`src/rtl/bcw_pkg.sv`:
```
package bcw_pkg;
    typedef enum logic [1:0] {
        ST_IDLE  = 2'd0,
        ST_RUN   = 2'd1,
        ST_DRAIN = 2'd2,
        ST_DONE  = 2'd3
    } bcw_state_t;

    localparam logic [1:0] RESP_OKAY  = 2'b00;
    localparam logic [1:0] BURST_INCR = 2'b01;
endpackage

```
`src/rtl/bcw_splitter.sv`:
```
module bcw_splitter #(
    parameter int DATA_W    = 256,
    parameter int NUM_WORDS = 40
) (
    input  logic                  clk,
    input  logic                  rst_n,
    input  logic                  arm,
    input  logic                  enable,
    input  logic                  s_valid,
    input  logic [2*DATA_W-1:0]   s_data,
    output logic                  s_ready,
    input  logic                  beat_take,
    output logic                  beat_valid,
    output logic [DATA_W-1:0]     beat_data
);
    localparam int WC_W = $clog2(NUM_WORDS + 1);

    logic [2*DATA_W-1:0] hold_q;
    logic                have_q;
    logic                upper_q;
    logic [WC_W-1:0]     taken_q;

    assign s_ready    = enable && (taken_q < WC_W'(NUM_WORDS)) &&
                        (!have_q || (upper_q && beat_take));
    assign beat_valid = have_q;
    assign beat_data  = upper_q ? hold_q[2*DATA_W-1:DATA_W] : hold_q[DATA_W-1:0];

    always_ff @(posedge clk) begin
        if (!rst_n) begin
            hold_q  <= '0;
            have_q  <= 1'b0;
            upper_q <= 1'b0;
            taken_q <= '0;
        end else if (arm) begin
            have_q  <= 1'b0;
            upper_q <= 1'b0;
            taken_q <= '0;
        end else begin
            if (beat_take) begin
                if (upper_q) begin
                    have_q  <= 1'b0;
                    upper_q <= 1'b0;
                end else begin
                    upper_q <= 1'b1;
                end
            end
            if (s_valid && s_ready) begin
                hold_q  <= s_data;
                have_q  <= 1'b1;
                upper_q <= 1'b0;
                taken_q <= taken_q + 1'b1;
            end
        end
    end


    low_half_first_chk: assert property (@(posedge clk) disable iff (!rst_n)
        (s_valid && s_ready) |=> (beat_valid && beat_data == $past(s_data[DATA_W-1:0])));


    upper_blocks_input_chk: assert property (@(posedge clk) disable iff (!rst_n)
        (have_q && upper_q && !beat_take) |-> !s_ready);
endmodule

```
`src/rtl/bcw_aw_issuer.sv`:
```
module bcw_aw_issuer #(
    parameter int ADDR_W      = 32,
    parameter int NUM_BURSTS  = 10,
    parameter int BURST_BYTES = 512,
    parameter int MAX_OUT     = 2
) (
    input  logic                                  clk,
    input  logic                                  rst_n,
    input  logic                                  arm,
    input  logic                                  enable,
    input  logic [ADDR_W-1:0]                     base_addr,
    input  logic                                  aw_ready,
    input  logic                                  b_fire,
    output logic                                  aw_valid,
    output logic [ADDR_W-1:0]                     aw_addr,
    output logic [$clog2(NUM_BURSTS+1)-1:0]       issued
);
    localparam int BC_W       = $clog2(NUM_BURSTS + 1);
    localparam int OUT_W      = $clog2(MAX_OUT + 1);
    localparam int ALIGN_BITS = $clog2(BURST_BYTES);
    localparam logic [ADDR_W-1:0] LOW_MASK = ADDR_W'(BURST_BYTES - 1);

    logic [ADDR_W-1:0] base_q;
    logic [BC_W-1:0]   issued_q;
    logic [OUT_W-1:0]  out_q;
    logic              aw_fire;

    assign aw_valid = enable && (issued_q < BC_W'(NUM_BURSTS)) && (out_q < OUT_W'(MAX_OUT));
    assign aw_fire  = aw_valid && aw_ready;
    assign aw_addr  = base_q + (ADDR_W'(issued_q) << ALIGN_BITS);
    assign issued   = issued_q;

    always_ff @(posedge clk) begin
        if (!rst_n) begin
            base_q   <= '0;
            issued_q <= '0;
            out_q    <= '0;
        end else if (arm) begin
            base_q   <= base_addr & ~LOW_MASK;
            issued_q <= '0;
            out_q    <= '0;
        end else begin
            if (aw_fire) issued_q <= issued_q + 1'b1;
            case ({aw_fire, b_fire})
                2'b10:   out_q <= out_q + 1'b1;
                2'b01:   out_q <= out_q - 1'b1;
                default: out_q <= out_q;
            endcase
        end
    end


    outstanding_cap_chk: assert property (@(posedge clk) disable iff (!rst_n)
        out_q <= OUT_W'(MAX_OUT));


    addr_step_chk: assert property (@(posedge clk) disable iff (!rst_n)
        (aw_valid && aw_ready) |=> (!aw_valid || aw_addr == $past(aw_addr) + ADDR_W'(BURST_BYTES)));
endmodule

```
`src/rtl/bcw_cycle_timer.sv`:
```
module bcw_cycle_timer #(
    parameter int CNT_W = 32
) (
    input  logic             clk,
    input  logic             rst_n,
    input  logic             clear,
    input  logic             run,
    output logic [CNT_W-1:0] count
);
    always_ff @(posedge clk) begin
        if (!rst_n)     count <= '0;
        else if (clear) count <= '0;
        else if (run)   count <= count + 1'b1;
    end
endmodule

```
`src/rtl/burst_capture_writer.sv`:
```
module burst_capture_writer
    import bcw_pkg::*;
#(
    parameter int ADDR_W     = 32,
    parameter int DATA_W     = 256,
    parameter int BURST_LEN  = 16,
    parameter int NUM_BURSTS = 4,
    parameter int MAX_OUT    = 2,
    parameter int CNT_W      = 32
) (
    input  logic                  clk,
    input  logic                  rst_n,
    input  logic                  start,
    input  logic [ADDR_W-1:0]     base_addr,
    input  logic                  s_valid,
    output logic                  s_ready,
    input  logic [2*DATA_W-1:0]   s_data,
    output logic                  aw_valid,
    input  logic                  aw_ready,
    output logic [ADDR_W-1:0]     aw_addr,
    output logic [7:0]            aw_len,
    output logic [2:0]            aw_size,
    output logic [1:0]            aw_burst,
    output logic                  w_valid,
    input  logic                  w_ready,
    output logic [DATA_W-1:0]     w_data,
    output logic [DATA_W/8-1:0]   w_strb,
    output logic                  w_last,
    input  logic                  b_valid,
    output logic                  b_ready,
    input  logic [1:0]            b_resp,
    output logic                  done,
    output logic                  err,
    output logic [CNT_W-1:0]      cycle_count
);
    localparam int STRB_W      = DATA_W / 8;
    localparam int BURST_BYTES = BURST_LEN * STRB_W;
    localparam int NUM_WORDS   = NUM_BURSTS * BURST_LEN / 2;
    localparam int BC_W        = $clog2(NUM_BURSTS + 1);
    localparam int BT_W        = $clog2(BURST_LEN);

    bcw_state_t       state_q, state_d;
    logic             running, active, start_fire;
    logic             beat_valid, w_fire, b_fire, last_w, last_b;
    logic [DATA_W-1:0] beat_data;
    logic [BC_W-1:0]  aw_issued, w_burst_q, b_cnt_q;
    logic [BT_W-1:0]  w_beat_q;

    // state register
    always_ff @(posedge clk) begin
        if (!rst_n) state_q <= ST_IDLE;
        else        state_q <= state_d;
    end

    // transitions
    always_comb begin
        state_d = state_q;
        unique case (state_q)
            ST_IDLE:  if (start)  state_d = ST_RUN;
            ST_RUN:   if (last_w) state_d = ST_DRAIN;
            ST_DRAIN: if (last_b) state_d = ST_DONE;
            ST_DONE:              state_d = ST_IDLE;
        endcase
    end

    // state-decoded outputs
    always_comb begin
        running = 1'b0;
        active  = 1'b0;
        done    = 1'b0;
        unique case (state_q)
            ST_IDLE:  ;
            ST_RUN:   begin running = 1'b1; active = 1'b1; end
            ST_DRAIN: active = 1'b1;
            ST_DONE:  done = 1'b1;
        endcase
    end

    assign start_fire = start && (state_q == ST_IDLE);

    bcw_splitter #(.DATA_W(DATA_W), .NUM_WORDS(NUM_WORDS)) split_i (
        .clk(clk), .rst_n(rst_n), .arm(start_fire), .enable(running),
        .s_valid(s_valid), .s_data(s_data), .s_ready(s_ready),
        .beat_take(w_fire), .beat_valid(beat_valid), .beat_data(beat_data)
    );

    bcw_aw_issuer #(.ADDR_W(ADDR_W), .NUM_BURSTS(NUM_BURSTS),
                    .BURST_BYTES(BURST_BYTES), .MAX_OUT(MAX_OUT)) issue_i (
        .clk(clk), .rst_n(rst_n), .arm(start_fire), .enable(active),
        .base_addr(base_addr), .aw_ready(aw_ready), .b_fire(b_fire),
        .aw_valid(aw_valid), .aw_addr(aw_addr), .issued(aw_issued)
    );

    bcw_cycle_timer #(.CNT_W(CNT_W)) timer_i (
        .clk(clk), .rst_n(rst_n), .clear(start_fire), .run(active),
        .count(cycle_count)
    );

    assign aw_len   = 8'(BURST_LEN - 1);
    assign aw_size  = 3'($clog2(STRB_W));
    assign aw_burst = BURST_INCR;

    assign w_valid = running && beat_valid && (w_burst_q < aw_issued);
    assign w_fire  = w_valid && w_ready;
    assign w_data  = beat_data;
    assign w_strb  = '1;
    assign w_last  = (w_beat_q == BT_W'(BURST_LEN - 1));
    assign last_w  = w_fire && w_last && (w_burst_q == BC_W'(NUM_BURSTS - 1));

    assign b_ready = active;
    assign b_fire  = b_valid && b_ready;
    assign last_b  = b_fire && (b_cnt_q == BC_W'(NUM_BURSTS - 1));

    always_ff @(posedge clk) begin
        if (!rst_n) begin
            w_beat_q  <= '0;
            w_burst_q <= '0;
            b_cnt_q   <= '0;
            err       <= 1'b0;
        end else if (start_fire) begin
            w_beat_q  <= '0;
            w_burst_q <= '0;
            b_cnt_q   <= '0;
            err       <= 1'b0;
        end else begin
            if (w_fire) begin
                if (w_last) begin
                    w_beat_q  <= '0;
                    w_burst_q <= w_burst_q + 1'b1;
                end else begin
                    w_beat_q <= w_beat_q + 1'b1;
                end
            end
            if (b_fire) begin
                b_cnt_q <= b_cnt_q + 1'b1;
                if (b_resp != RESP_OKAY) err <= 1'b1;
            end
        end
    end


    done_single_chk: assert property (@(posedge clk) disable iff (!rst_n)
        done |=> !done);


    count_hold_chk: assert property (@(posedge clk) disable iff (!rst_n)
        done |=> $stable(cycle_count));


    err_on_bad_resp_chk: assert property (@(posedge clk) disable iff (!rst_n)
        (b_valid && b_ready && b_resp != RESP_OKAY) |=> err);


    data_after_addr_chk: assert property (@(posedge clk) disable iff (!rst_n)
        (w_valid && w_ready && w_last) |-> (aw_issued != '0));
endmodule

```
`config.mk`:
```
export PLATFORM = sky130hd
export DESIGN_NAME = burst_capture_writer
export DESIGN_NICKNAME = d
export VERILOG_FILES = /design/src/rtl/bcw_pkg.sv /design/src/rtl/bcw_splitter.sv /design/src/rtl/bcw_aw_issuer.sv /design/src/rtl/bcw_cycle_timer.sv /design/src/rtl/burst_capture_writer.sv
export SDC_FILE = /design/constraint.sdc
export NUM_CORES = 1
export LEC_CHECK = 0
export ABC_AREA = 1
export BUFFER_PORTS_ARGS = -buffer_cell sky130_fd_sc_hd__buf_2
export CAP_MARGIN = 20
export CORE_AREA = 8 8 350 352
export DETAILED_ROUTE_END_ITERATION = 6
export DIE_AREA = 0 0 358 360
export SYNTH_ARGS = -nofsm -noshare
export SYNTH_HDL_FRONTEND = slang
export SYNTH_SLANG_ARGS = --single-unit
```
`constraint.sdc`:
```
create_clock -name clk -period 2 [get_ports clk]
set_clock_uncertainty 0.15 [all_clocks]
set_input_delay 0.2 -clock clk [delete_from_list [all_inputs] [get_ports clk]]
set_output_delay 0.2 -clock clk [all_outputs]
set_load 0.02 [all_outputs]
```
Yosys cells after proc, flatten, opt, wreduce, memory -nomap -nowiden
Index checks and enable logic that the tools add are counted.
{ "classes": {"n_reduce_logical": 30, "mux": 14, "bitwise_logic": 2, "add_sub_neg": 9, "eq_ne": 11, "order_cmp": 4} }
{ "op_table": {"columns": ["op", "count"], "rows": [
  ["256-bit 2-to-1 mux", 1],
  ["32-bit by 1-bit adder with 32-bit output, second input constant", 1],
  ["32-bit by 12-bit adder with 32-bit output", 1],
  ["1-bit logical AND", 15],
  ["3-bit by 1-bit adder with 3-bit output, second input constant", 3],
  ["2-bit one-hot mux with 4 select lines", 1],
  ["2-bit AND reduction", 4],
  ["2-bit nonzero test", 4],
  ["1-bit 2-to-1 mux", 7],
  ["6-bit by 1-bit adder with 6-bit output, second input constant", 1],
  ["2-bit equality test, second input constant", 3],
  ["3-bit by 2-bit equality test with 1-bit output, second input constant", 2],
  ["6-bit < comparator, second input constant", 1],
  ["2-bit 2-to-1 mux", 3],
  ["2-bit != test, second input constant", 3],
  ["4-bit by 1-bit adder with 4-bit output, second input constant", 1],
  ["2-bit by 1-bit equality test with 1-bit output, second input constant", 2],
  ["4-bit equality test, second input constant", 1],
  ["4-bit 2-to-1 mux", 1],
  ["2-bit one-hot mux with 2 select lines", 1],
  ["2-bit OR reduction", 2],
  ["3-bit < comparator", 1],
  ["3-bit < comparator, second input constant", 1],
  ["3-bit AND reduction", 1],
  ["other kinds (8)", 9]
]} }
{ "word_totals": {"word_cells": 83, "output_inout_bits": 372, "reg_bits": 593, "inputBits": 553} }

Longest topological paths before layout
Gate-level depths: netlist of run 1.
{ "logic_depth": {"depth_word": 11, "depth_mapped": 13, "mapped_depth_nobuf": 12} }

Modules after synthesis
From an unflattened synthesis of run 1, not the netlist that was laid out.
{ "unflattened": {"cells_unflattened": 4571, "hier_area_um2": 28389.7} }
{ "modules_own_cells": {"columns": ["mod", "instances", "cells_per_inst", "area_each_um2", "seq_area_each_um2"], "rows": [
  ["bcw_splitter", 1, 3871, 23670.2, 10410.0],
  ["bcw_cycle_timer", 1, 284, 1798.0, 640.6],
  ["bcw_aw_issuer", 1, 270, 1795.5, 560.5],
  ["burst_capture_writer", 1, 146, 1126.1, 260.2]
]} }

Least setup slack after synthesis of run 1
Ideal clock, no wire load.
{ "synth_timing": {"path_type": "flip-flop to flip-flop", "start": "reg state_q[0]", "end": "reg issue_i.out_q[1]", "path_slack_ns": -0.925, "n_path_buf": 1, "period_less_slack_ns": 2.925, "t_arrival_ns": 2.705, "setup_time_ns": 0.070, "stages_incl_launch_ff": 11, "required_ns": 1.780, "path_cell_list": "dfxtp_1 > inv_1 > ha_1 > buf_4 > inv_1 > nor3_1 > nand2_1 > ha_1 > nor3b_1 > o21ai_0 > a21oi_1"} }
{ "synth_via": {"elab_chain_cells": 8, "word_cells_on_any_way": 15, "cone_classes": "eq/ne: 4; mux: 2; reduce/logical: 9"} }
{ "synth_lines": {"columns": ["item", "line", "rtl"], "rows": [
  ["start: declaration", "burst_capture_writer.sv:42", "bcw_state_t state_q, state_d;"],
  ["start signal: assignment", "burst_capture_writer.sv:52", "else state_q <= state_d;"],
  ["2-bit equality test or 2-bit by 1-bit equality test with 1-bit output (tied branches)", "burst_capture_writer.sv:71", "unique case (state_q)"],
  ["2-bit OR reduction (no line) (*)", null, null],
  ["1-bit 2-to-1 mux (*)", "burst_capture_writer.sv:71", null],
  ["net b_ready", "burst_capture_writer.sv:30", "output logic b_ready,"],
  ["1-bit logical AND (*) (2 in a row)", "bcw_aw_issuer.sv:28", "assign aw_valid = enable && (issued_q < BC_W'(NUM_BURSTS)) && (out_q < OUT_W'(MAX_OUT));"],
  ["net aw_valid", "burst_capture_writer.sv:18", "output logic aw_valid,"],
  ["1-bit logical AND (*)", "bcw_aw_issuer.sv:29", "assign aw_fire = aw_valid && aw_ready;"],
  ["2-bit by 1-bit equality test with 1-bit output or 2-bit equality test (tied branches)", "bcw_aw_issuer.sv:44", "case ({aw_fire, b_fire})"],
  ["2-bit one-hot mux with 2 select lines or 2-bit nonzero test (tied branches)", null, null],
  ["end signal: assignment", "bcw_aw_issuer.sv:45", "2'b10: out_q <= out_q + 1'b1;"],
  ["end signal: assignment", "bcw_aw_issuer.sv:46", "2'b01: out_q <= out_q - 1'b1;"],
  ["end signal: assignment", "bcw_aw_issuer.sv:47", "default: out_q <= out_q;"],
  ["end: declaration", "bcw_aw_issuer.sv:25", "logic [OUT_W-1:0] out_q;"]
]} }
The timed path passes the listed nets; every way through them passes the cells marked *.
A chain may end at the register's enable or synchronous reset.

Worst setup path after layout of run 1
{ "layout_timing": {"start": "reg issue_i.issued_q[2] (netlist: issue_i.issued[2])", "end": "out aw_addr[31]"} }
{ "layout_via": {"elab_chain_cells": 1} }
{ "layout_lines": {"columns": ["item", "line", "rtl"], "rows": [
  ["start: declaration", "bcw_aw_issuer.sv:24", "logic [BC_W-1:0] issued_q;"],
  ["start signal: assignment", "bcw_aw_issuer.sv:43", "if (aw_fire) issued_q <= issued_q + 1'b1;"],
  ["32-bit by 12-bit adder with 32-bit output", "bcw_aw_issuer.sv:30", "assign aw_addr = base_q + (ADDR_W'(issued_q) << ALIGN_BITS);"],
  ["end: declaration", "burst_capture_writer.sv:20", "output logic [ADDR_W-1:0] aw_addr,"]
]} }
Every way passes these cells.

==> out/metrics.cfg, run 1 <==
[run_status]
status=complete, but fails checks
violations=design-rule violations, negative setup slack

[detailed_routing]
detail_route.wl_per_cell_um=16.8
drt-total-wl_um=128000
drc_errors=6
dr.pass1.iters=7
drt-initial-drc-count=2856
vias_per_cell=4.39
dr_total_vias=33579
ant_nets=0

[worst_hold_path]
min_delay_path_depth=4
hold_start=s_data[206]
hold_end=split_i.hold_q[206]
hold_class=input pin to register

[setup_path]
arrival_ns=2.45
path_cells=buf_6 -> ha_4 -> nand3_2 -> nand2_2 -> nand2_4 -> nor3_4 -> nand4_1 -> xnor2_2 -> buf_4
slowest_stage=dfxtp_2
setup.worst_path.end_class=primary output
cp.depth=9
max_stage_delay_ns=0.33
worstRegToRegCells=16
r2r_slack_ns=-0.52
critPathLaunchType=register
crit_fanout=4
critPathKind=register to primary output
cp.required_ns=1.65
r2r_end=split_i.hold_q[451]
crit_family=simple AND/OR/NAND/NOR gates
r2r-start=issue_i.issued[2]
critPathBufInv=2

[clocking]
clk_pin_slew_ns=0.06
cts_buffers=72
cts.sinks=593
clk_path_buf_depth=3
htreeDepth=3
cts_root_buf=clkbuf_16
insertion_delay_ns=0.62
cts_tree=done

[power_and_ir_drop]
power_density_nw_per_um2=927
ir_worst_vdd_v=0.000811
p_clk_frac=0.292
p_sw_mw=16.0
power.internal_mw=28.5
power_leakage_nw=25.0
swShare=0.360
p_comb_frac=0.363
power_frac_seq=0.345

[timing]
maxSlewViolCount=0
finalCritPeriodShare=1.40
fin_crit_ns=2.80
finalSetupViolCount=833
fin_ws_ns=-0.796
rsz0062_at_grt=yes
relSlewSlack=0.661
setup_tns_ns=-278.77
tightestPinTransition_ns=0.507
max_freq_ghz=0.358
hold_violations=0

[global_routing]
grt_remaining_overflow=0
grt_pass1_vias=33618
use_met3=0.0409
met2_usage=0.310
grt_max_degree=89
met1_usage=0.209
grt_busiest_layer=met2
grt_pass1_wl_um=188000
grt_antenna_before_repair=22
grtUsageTotal=0.183

[synth]
async_flop_share=0
syn_area_um2=27900
synth-edff-count=0
ys_seq_elements=593
synthCells=4479
yosys_warnings=0
ys_seq_area_frac=0.426
synth_ff_type=dfxtp_1
avgSynthCellArea_um2=6.23
ys_types=33

[placed_design]
hpwl_um=79000
port_buffers=861
pre_cts_slack_ns=-0.452
gp_congestion=0.907

[layout]
fin_nets=6616
layout_commonest_cell=nand2_1
nFillCells=11132
drive_above_1_share=0.262
area_growth_pct=72.5
final_cell_mix=nand2_1 (1302), nor2_1 (1100), buf_2 (695)

[floorplan]
dieArea_um2=129000
die-width_um=358
coreArea_um2=117000
start_util=0.238
row_count=126
chipHeight_um=360
pin_count=925

[flow_run]
drv_cap=0

[power groups by stage]
stage | Sequential, mW | Clock (mW) | Combinational [mW]
floorplan | 15.1 | 0 | 8.45
global placement | 15.3 | 0 | 12.7
detailed placement | 15.4 | 0 | 12.8
CTS | 15.3 | 13.4 | 15.2
global route | 15.6 | 13.9 | 17.7
finish | 15.4 | 13.0 | 16.2
[worst max-delay path by stage]
stage,end,slack [ns],startpoint
2_1_floorplan,issue_i.out_q[1],-0.28,state_q[0]
3_3_place_gp,aw_addr[22],-0.48,issue_i.issued[2]
3_5_place_dp,aw_addr[22],-0.45,issue_i.issued[2]
4_1_cts,aw_addr[22],-0.78,issue_i.issued[2]
5_1_grt,aw_addr[30],-0.90,issue_i.issued[2]
6_report,aw_addr[31],-0.80,issue_i.issued[2]
[per-stage QoR]
step / total power [mW] / instances / utilization / hold slack [ns] / cell area (µm²)
6_report: 44.6 / 7646 / 0.411 / 0.185 / 48100
5_1_grt: 47.2 / 7644 / 0.411 / 0.173 / 48100
4_1_cts: 43.8 / 7619 / 0.403 / 0.117 / 47100
3_5_place_dp: 28.2 / 6845 / 0.299 / 0.276 / 35000
3_3_place_gp: 28.0 / 6845 / 0.299 / 0.270 / 35000
2_1_floorplan: 23.6 / 4531 / - / 0.185 / 28400
[cells in the mapped netlist (all sizes together), types with 5 or more instances]
| cell type | instances | area share |
|---|---|---|
| nand2 | 1403 | 0.19 |
| o21ai | 294 | 0.053 |
| nor3 | 20 | 0.0036 |
| dfxtp | 593 | 0.43 |
| ha | 19 | 0.0085 |
| nand4 | 16 | 0.0038 |
| buf | 167 | 0.039 |
| xnor2 | 12 | 0.0038 |
| or2 | 5 | 0.0011 |
| nor2 | 1118 | 0.15 |
| nand3 | 39 | 0.0070 |
| a21oi | 49 | 0.0088 |
| inv | 575 | 0.077 |
| xor2 | 22 | 0.0069 |
| clkbuf | 128 | 0.017 |
[final cells by class]
| type | instances | area (µm²) | share of cell area |
|---|---|---|---|
| timing repair buffer | 1733 | 15300 | 0.317 |
| multi-input combinational | 3068 | 14500 | 0.302 |
| sequential | 593 | 11900 | 0.247 |
| inverter | 575 | 2160 | 0.0449 |
| clock buffer | 104 | 2110 | 0.0439 |
| tap | 1536 | 1920 | 0.0400 |
| clock inverter | 20 | 185 | 0.00385 |
| antenna | 17 | 42.5 | 0.000884 |
[worst min-delay path, cell delays in order]
cell	delay, ns
dlygate4sd3_1	0.52
buf_2	0.09
nor2_1	0.03
nor2_1	0.08
[cells by family (layout without fill, tap and decap cells)]
group,Yosys count,count (layout),synth area share
compound gates,349,349,0.0631
fa+ha+maj,20,20,0.00924
simple gates,2611,2611,0.357
flops,593,593,0.426
xor+xnor,34,34,0.0107
other cells,2,71,0.000269
buf+inv,870,2432,0.134
[what timing repair did]
action / 4_1_cts / 5_1_grt
resized for setup: 771 / 256
hold buffers: 543 / 0
endpoints found under the setup margin: 832 / 842
buffers inserted: 70 / 18
gates cloned: 41 / 6
pin swaps: 82 / 38
endpoints found under the hold margin: 559 / 0
[sequential cells by signal (all words and copies together) (netlist names), 2 cells and up]
| register | flops |
|---|---|
| timer_i.count | 32 |
| b_cnt_q | 3 |
| issue_i.base_q | 23 |
| split_i.taken_q | 6 |
| issue_i.out_q | 2 |
| state_q | 2 |
| w_burst_q | 3 |
| split_i.hold_q | 512 |
| issue_i.issued | 3 |
| w_beat_q | 4 |
[layer usage]
| layer | share of wire | routed length, µm |
|---|---|---|
| met3 | 0.073 | 9320 |
| met1 | 0.39 | 49900 |
| met2 | 0.47 | 60600 |
| met4 | 0.067 | 8550 |
| met5 | 0.00026 | 34 |
No activity file was read; power rests on OpenSTA's default activity.
==> run 2: changes to the inputs <==
- CELL_PAD_IN_SITES_DETAIL_PLACEMENT: not set -> 1
- CELL_PAD_IN_SITES_GLOBAL_PLACEMENT: not set -> 2
- CORE_AREA: 8 8 350 352 -> not set
- CORE_MARGIN: not set -> 8
- CORE_UTILIZATION: not set -> 23
- DIE_AREA: 0 0 358 360 -> not set
- PLACE_DENSITY_LB_ADDON: not set -> 0.1
==> out/metrics.cfg, run 2 (synthesis results as in run 1) <==
[clocking]
cts_buffers=81  ; was 72
clk_path_buf_depth=3  ; unchanged
htreeDepth=3  ; unchanged
cts_tree=done  ; unchanged
clk_pin_slew_ns=0.06  ; about the same
cts.sinks=593  ; unchanged
cts_root_buf=clkbuf_16  ; unchanged
insertion_delay_ns=0.63  ; was 0.62 ns

[setup_path]
r2r_end=split_i.hold_q[87]  ; was split_i.hold_q[451]
r2r_slack_ns=-0.61  ; was -0.52 ns
critPathLaunchType=register  ; unchanged
critPathKind=register to primary output  ; unchanged
worstRegToRegCells=17  ; was 16
crit_fanout=4  ; unchanged
cp.required_ns=1.65  ; about the same
r2r-start=issue_i.issued[2]  ; unchanged
setup.worst_path.end_class=primary output  ; unchanged
arrival_ns=2.42  ; was 2.45 ns

[timing]
setup_tns_ns=-338.08  ; was -278.77 ns
relSlewSlack=0.615  ; was 0.661
rsz0062_at_grt=yes  ; unchanged
fin_ws_ns=-0.768  ; was -0.796 ns
finalSetupViolCount=824  ; was 833
max_freq_ghz=0.361  ; was 0.358 GHz
fin_crit_ns=2.77  ; was 2.80 ns
finalCritPeriodShare=1.38  ; was 1.40
maxSlewViolCount=0  ; unchanged
tightestPinTransition_ns=0.577  ; was 0.507 ns
hold_violations=0  ; unchanged

[detailed_routing]
ant_nets=0  ; unchanged
drt-total-wl_um=157000  ; was 128000 µm
drc_errors=0  ; was 6
dr.pass1.iters=5  ; was 7
drt-initial-drc-count=1258  ; was 2856
dr_total_vias=33343  ; was 33579
detail_route.wl_per_cell_um=19.9  ; was 16.8 µm
vias_per_cell=4.24  ; was 4.39

[layout]
final_util=0.446  ; was 0.411
fin_nets=6738  ; was 6616
multi_input_area_um2=16600  ; was 14500 µm²
top_regs=split_i.hold_q: 512 flops, timer_i.count: 32 flops, issue_i.base_q: 23 flops  ; unchanged
regArea_um2=11900  ; about the same
drive_above_1_share=0.352  ; was 0.262
largest_reg_flops=512  ; unchanged
nFillCells=14536  ; was 11132
layout_commonest_cell=nand2_1  ; unchanged
area_growth_pct=92.0  ; was 72.5%
final_cell_mix=nand2_1 (1017), nor2_1 (914), buf_2 (696)  ; was nand2_1 (1302), nor2_1 (1100), buf_2 (695)
largest-register=split_i.hold_q  ; unchanged

[power_and_ir_drop]
power.internal_mw=31.8  ; was 28.5 mW
power_frac_seq=0.307  ; was 0.345
power_density_nw_per_um2=936  ; was 927 nW/µm²
p_comb_frac=0.406  ; was 0.363
ir_worst_vdd_v=0.000698  ; was 0.000811 V
p_clk_frac=0.287  ; was 0.292
p_sw_mw=18.3  ; was 16.0 mW
power_leakage_nw=26.6  ; was 25.0 nW
swShare=0.365  ; was 0.360

[worst_hold_path]
hold_start=s_data[460]  ; was s_data[206]
min_delay_path_depth=4  ; unchanged
hold_end=split_i.hold_q[460]  ; was split_i.hold_q[206]
hold_class=input pin to register  ; unchanged

[flow_run]
drv_cap=0  ; unchanged

[placed_design]
gp_congestion=0.791  ; was 0.907
port_buffers=861  ; unchanged
hpwl_um=99200  ; was 79000 µm

[floorplan]
dieArea_um2=133000  ; was 129000 µm²
coreArea_um2=120000  ; was 117000 µm²
pin_count=925  ; unchanged
die-width_um=364  ; was 358 µm
row_count=127  ; was 126
start_util=0.232  ; was 0.238
chipHeight_um=364  ; was 360 µm

[global_routing]
grt_remaining_overflow=0  ; unchanged
grt_pass1_vias=34632  ; was 33618
grt_max_degree=91  ; was 89
grt_pass1_wl_um=214000  ; was 188000 µm
grt_antenna_before_repair=40  ; was 22
grtUsageTotal=0.208  ; was 0.183

[run_status]
status=complete, but fails checks  ; unchanged
violations=negative setup slack  ; was design-rule violations, negative setup slack

[run 2: cell types whose count changed in the layout (fill, tap and decap cells not counted), moves of 15 or more]
cell	delta
buf_16	+43
diode_2	+15
nand2_1	-285
nand2_4	+119
buf_8	+16
nor2_1	-186
nor2_2	+137
nor2_4	+49
clkbuf_16	+69
nand2_2	+167
[run 2: routing by layer]
metal | part of all wire | vias to the layer above | GRT usage
li1 | - | 16620 | -
met1 | 0.41 | 15687 | 0.243
met2 | 0.49 | 785 | 0.367
met3 | 0.055 | 231 | 0.0510
met4 | 0.038 | 20 | 0.0811
met5 | 0.00084 | - | 0
[run 2: worst max-delay path by stage]
stage,start,to,slack [ns],depth (start not counted)
2_1_floorplan,state_q[0],issue_i.out_q[1],-0.28,10
3_3_place_gp,issue_i.issued[2],split_i.hold_q[134],-0.32,12
3_5_place_dp,issue_i.issued[2],split_i.hold_q[134],-0.35,12
4_1_cts,issue_i.base_q[9],aw_addr[25],-0.83,9
5_1_grt,issue_i.base_q[9],aw_addr[25],-0.89,9
6_report,issue_i.base_q[9],aw_addr[25],-0.77,9
[run 2: power groups by stage]
| stage | Combinational [mW] | Clock (mW) | Sequential [mW] |
|---|---|---|---|
| global placement | 13.0 | 0 | 15.4 |
| detailed placement | 13.1 | 0 | 15.4 |
| global route | 22.1 | 15.3 | 15.6 |
| floorplan | 8.45 | 0 | 15.1 |
| finish | 20.4 | 14.4 | 15.4 |
| CTS | 16.7 | 14.9 | 15.3 |
[run 2: layout make-up]
| cell class | count | share of cell area |
|---|---|---|
| clock inverter | 11 | 0.00215 |
| timing repair buffer | 1846 | 0.340 |
| sequential | 593 | 0.222 |
| clock buffer | 128 | 0.0455 |
| tap | 1612 | 0.0377 |
| multi-input combinational | 3068 | 0.310 |
| inverter | 575 | 0.0404 |
| antenna | 32 | 0.00150 |
[run 2: per-stage QoR]
| step | cells | setup WS (ns) | power, mW | area [µm²] | hold WS, ns |
|---|---|---|---|---|---|
| after global placement | 6886 | -0.319 | 28.4 | 34800 | 0.273 |
| after detailed placement | 6886 | -0.346 | 28.5 | 34800 | 0.279 |
| after floorplan | 4531 | -0.279 | 23.6 | 28400 | 0.185 |
| after CTS | 7733 | -0.828 | 47.0 | 49200 | 0.0982 |
| after global routing | 7851 | -0.894 | 53.1 | 53500 | 0.140 |
| final | 7865 | -0.768 | 50.1 | 53500 | 0.159 |
[run 2: worst max-delay path, stage by stage (launching register included)]
cell	delay, ns
dfxtp_2	0.35
ha_4	0.15
fa_2	0.21
nand3_2	0.09
nand2_4	0.10
nand2_4	0.06
nor3_4	0.22
nand4_1	0.22
xnor2_2	0.20
buf_4	0.17
[run 2: timing repair]
action                                  CTS  global route
pin swaps                               119           168
gates resized for setup                1026           745
setup endpoints to repair               819           836
setup buffers                           101            26
hold buffers                            543             0
gates cloned                             68            85
endpoints found under the hold margin   562             0
==> run 3: changes to the inputs <==
- PLACE_DENSITY: not set -> 0.77
- PLACE_DENSITY_LB_ADDON: 0.1 -> not set
==> out/metrics.cfg, run 3 (synthesis results as in run 1) <==
[run_status]
status=complete, but fails checks  ; unchanged
violations=negative setup slack  ; unchanged

[placed_design]
port_buffers=861  ; unchanged
dp_cells=6911  ; was 6886
placed_cell_area_um2=35100  ; was 34800 µm²
hpwl_um=94200  ; was 99200 µm
gp_congestion=0.837  ; was 0.791

[timing]
fin_ws_ns=-0.755  ; was -0.768 ns
setup_tns_ns=-358.49  ; was -338.08 ns
relSlewSlack=0.585  ; was 0.615
finalCritPeriodShare=1.38  ; about the same
fin_crit_ns=2.76  ; was 2.77 ns
tightestPinTransition_ns=0.623  ; was 0.577 ns
rsz0062_at_grt=yes  ; unchanged
whs_ns=0.162  ; was 0.159 ns
max_freq_ghz=0.363  ; was 0.361 GHz
hold_violations=0  ; unchanged
maxSlewViolCount=0  ; unchanged
finalSetupViolCount=831  ; was 824

[power_and_ir_drop]
p_clk_frac=0.288  ; was 0.287
power.internal_mw=30.7  ; was 31.8 mW
power_leakage_nw=25.2  ; was 26.6 nW
p_comb_frac=0.396  ; was 0.406
p_sw_mw=18.0  ; was 18.3 mW
ir_worst_vdd_v=0.000551  ; was 0.000698 V
power_density_nw_per_um2=963  ; was 936 nW/µm²
power_mw=48.7  ; was 50.1 mW
swShare=0.370  ; was 0.365
power_frac_seq=0.316  ; was 0.307

[layout]
fin_nets=6697  ; was 6738
final_cell_mix=nand2_1 (1134), nor2_1 (922), buf_2 (773)  ; was nand2_1 (1017), nor2_1 (914), buf_2 (696)
largest-register=split_i.hold_q  ; unchanged
instances_no_fill=7820  ; was 7865
multi_input_area_um2=15400  ; was 16600 µm²
final_cell_area_um2=50600  ; was 53500 µm²
regArea_um2=11900  ; about the same
nFillCells=14749  ; was 14536
layout_commonest_cell=nand2_1  ; unchanged
area_growth_pct=81.4  ; was 92.0%
drive_above_1_share=0.317  ; was 0.352
largest_reg_flops=512  ; unchanged
top_regs=split_i.hold_q: 512 flops, timer_i.count: 32 flops, issue_i.base_q: 23 flops  ; unchanged

[clocking]
cts_root_buf=clkbuf_16  ; unchanged
cts_buffers=77  ; was 81
cts_tree=done  ; unchanged
insertion_delay_ns=0.63  ; about the same
clk_path_buf_depth=3  ; unchanged
htreeDepth=3  ; unchanged
cts.sinks=593  ; unchanged
clk_pin_slew_ns=0.06  ; about the same

[detailed_routing]
top_layer=met5  ; unchanged
met1Wirelength_um=62400  ; was 64700 µm
drt-initial-drc-count=1788  ; was 1258
drc_errors=0  ; unchanged
dr_total_vias=34264  ; was 33343
wl_met2_um=77100  ; about the same
dr.pass1.iters=5  ; unchanged
ant_nets=0  ; unchanged
drt-total-wl_um=156000  ; was 157000 µm
detail_route.wl_per_cell_um=19.9  ; about the same
vias_per_cell=4.38  ; was 4.24
wl_met3_um=8580  ; was 8680 µm

[global_routing]
grt_pass1_vias=36547  ; was 34632
grt_pass1_wl_um=219000  ; was 214000 µm
grtUsageTotal=0.211  ; was 0.208
grt_remaining_overflow=0  ; unchanged
grt_max_degree=92  ; was 91
grt_antenna_before_repair=26  ; was 40

[floorplan]
die-width_um=364  ; unchanged
row_count=127  ; unchanged
pin_count=925  ; unchanged
coreArea_um2=120000  ; unchanged
chipHeight_um=364  ; unchanged
dieArea_um2=133000  ; unchanged
start_util=0.232  ; unchanged

[setup_path]
critPathKind=register to primary output  ; unchanged
arrival_ns=2.41  ; was 2.42 ns
critPathLaunchType=register  ; unchanged
crit_fanout=5  ; was 4
cp.required_ns=1.65  ; about the same
setup.worst_path.end_class=primary output  ; unchanged

[flow_run]
drv_cap=0  ; unchanged

[worst_hold_path]
hold_class=input pin to register  ; unchanged

[run 3: cell types whose count changed in the layout (fill, tap and decap cells not counted), sizes merged]
cell / delta
buf: -8
bufbuf: +3
bufinv: +1
clkbuf: -41
clkinv: +6
diode: -4
inv: -2
[run 3: worst paths after layout]
check,from,to,slack (ns),cells past startpoint
min reg2reg,err,err,0.30,2
max,issue_i.issued[2],aw_addr[30],-0.76,11
min,s_data[324],split_i.hold_q[324],0.16,4
max reg2reg,issue_i.issued[2],split_i.hold_q[313],-0.70,18
[run 3: metrics by stage]
step	setup WS (ns)	utilization
2_1_floorplan	-0.279	-
3_3_place_gp	-0.374	0.292
3_5_place_dp	-0.371	0.292
4_1_cts	-0.781	0.395
5_1_grt	-0.904	0.421
6_report	-0.755	0.421
[run 3: power by group through the flow]
stage | sequential, mW | clock, mW | combinational [mW]
after CTS | 15.3 | 14.5 | 16.4
after global routing | 15.6 | 14.9 | 20.9
after detailed placement | 15.4 | 0 | 13.3
after global placement | 15.4 | 0 | 13.0
final | 15.4 | 14.0 | 19.3
after floorplan | 15.1 | 0 | 8.45
[run 3: cell type report]
type | count | area share
multi-input cells | 3068 | 0.304
clock buffers | 119 | 0.0454
inverters | 575 | 0.0428
flip-flops and latches | 593 | 0.235
clock inverters | 16 | 0.00401
diodes | 28 | 0.00139
repair buffers | 1809 | 0.328
well taps | 1612 | 0.0399
[run 3: repair_timing]
item	in CTS	in global routing
pin swaps	73	145
hold buffers	543	0
buffers inserted	91	38
setup endpoints to repair	825	841
gates resized for setup	624	625
hold endpoints to repair	560	0
gates cloned	51	37
[run 3: critical path: stages (launching register included)]
cell and delay (ns):
dfxtp_4 0.35, ha_4 0.29, a21oi_2 0.06, nand2_2 0.10, nand3_2 0.09, nor2_2 0.13, buf_6 0.16, nand4_1 0.19
nor2_1 0.15, nand2_1 0.06, nand2_1 0.07, buf_6 0.12
[run 3: per-layer routing]
layer  vias up  global-route usage
li1      16486                   -
met1     16392               0.245
met2      1034               0.367
met3       350              0.0467
met4         2              0.0971
met5         -                   0
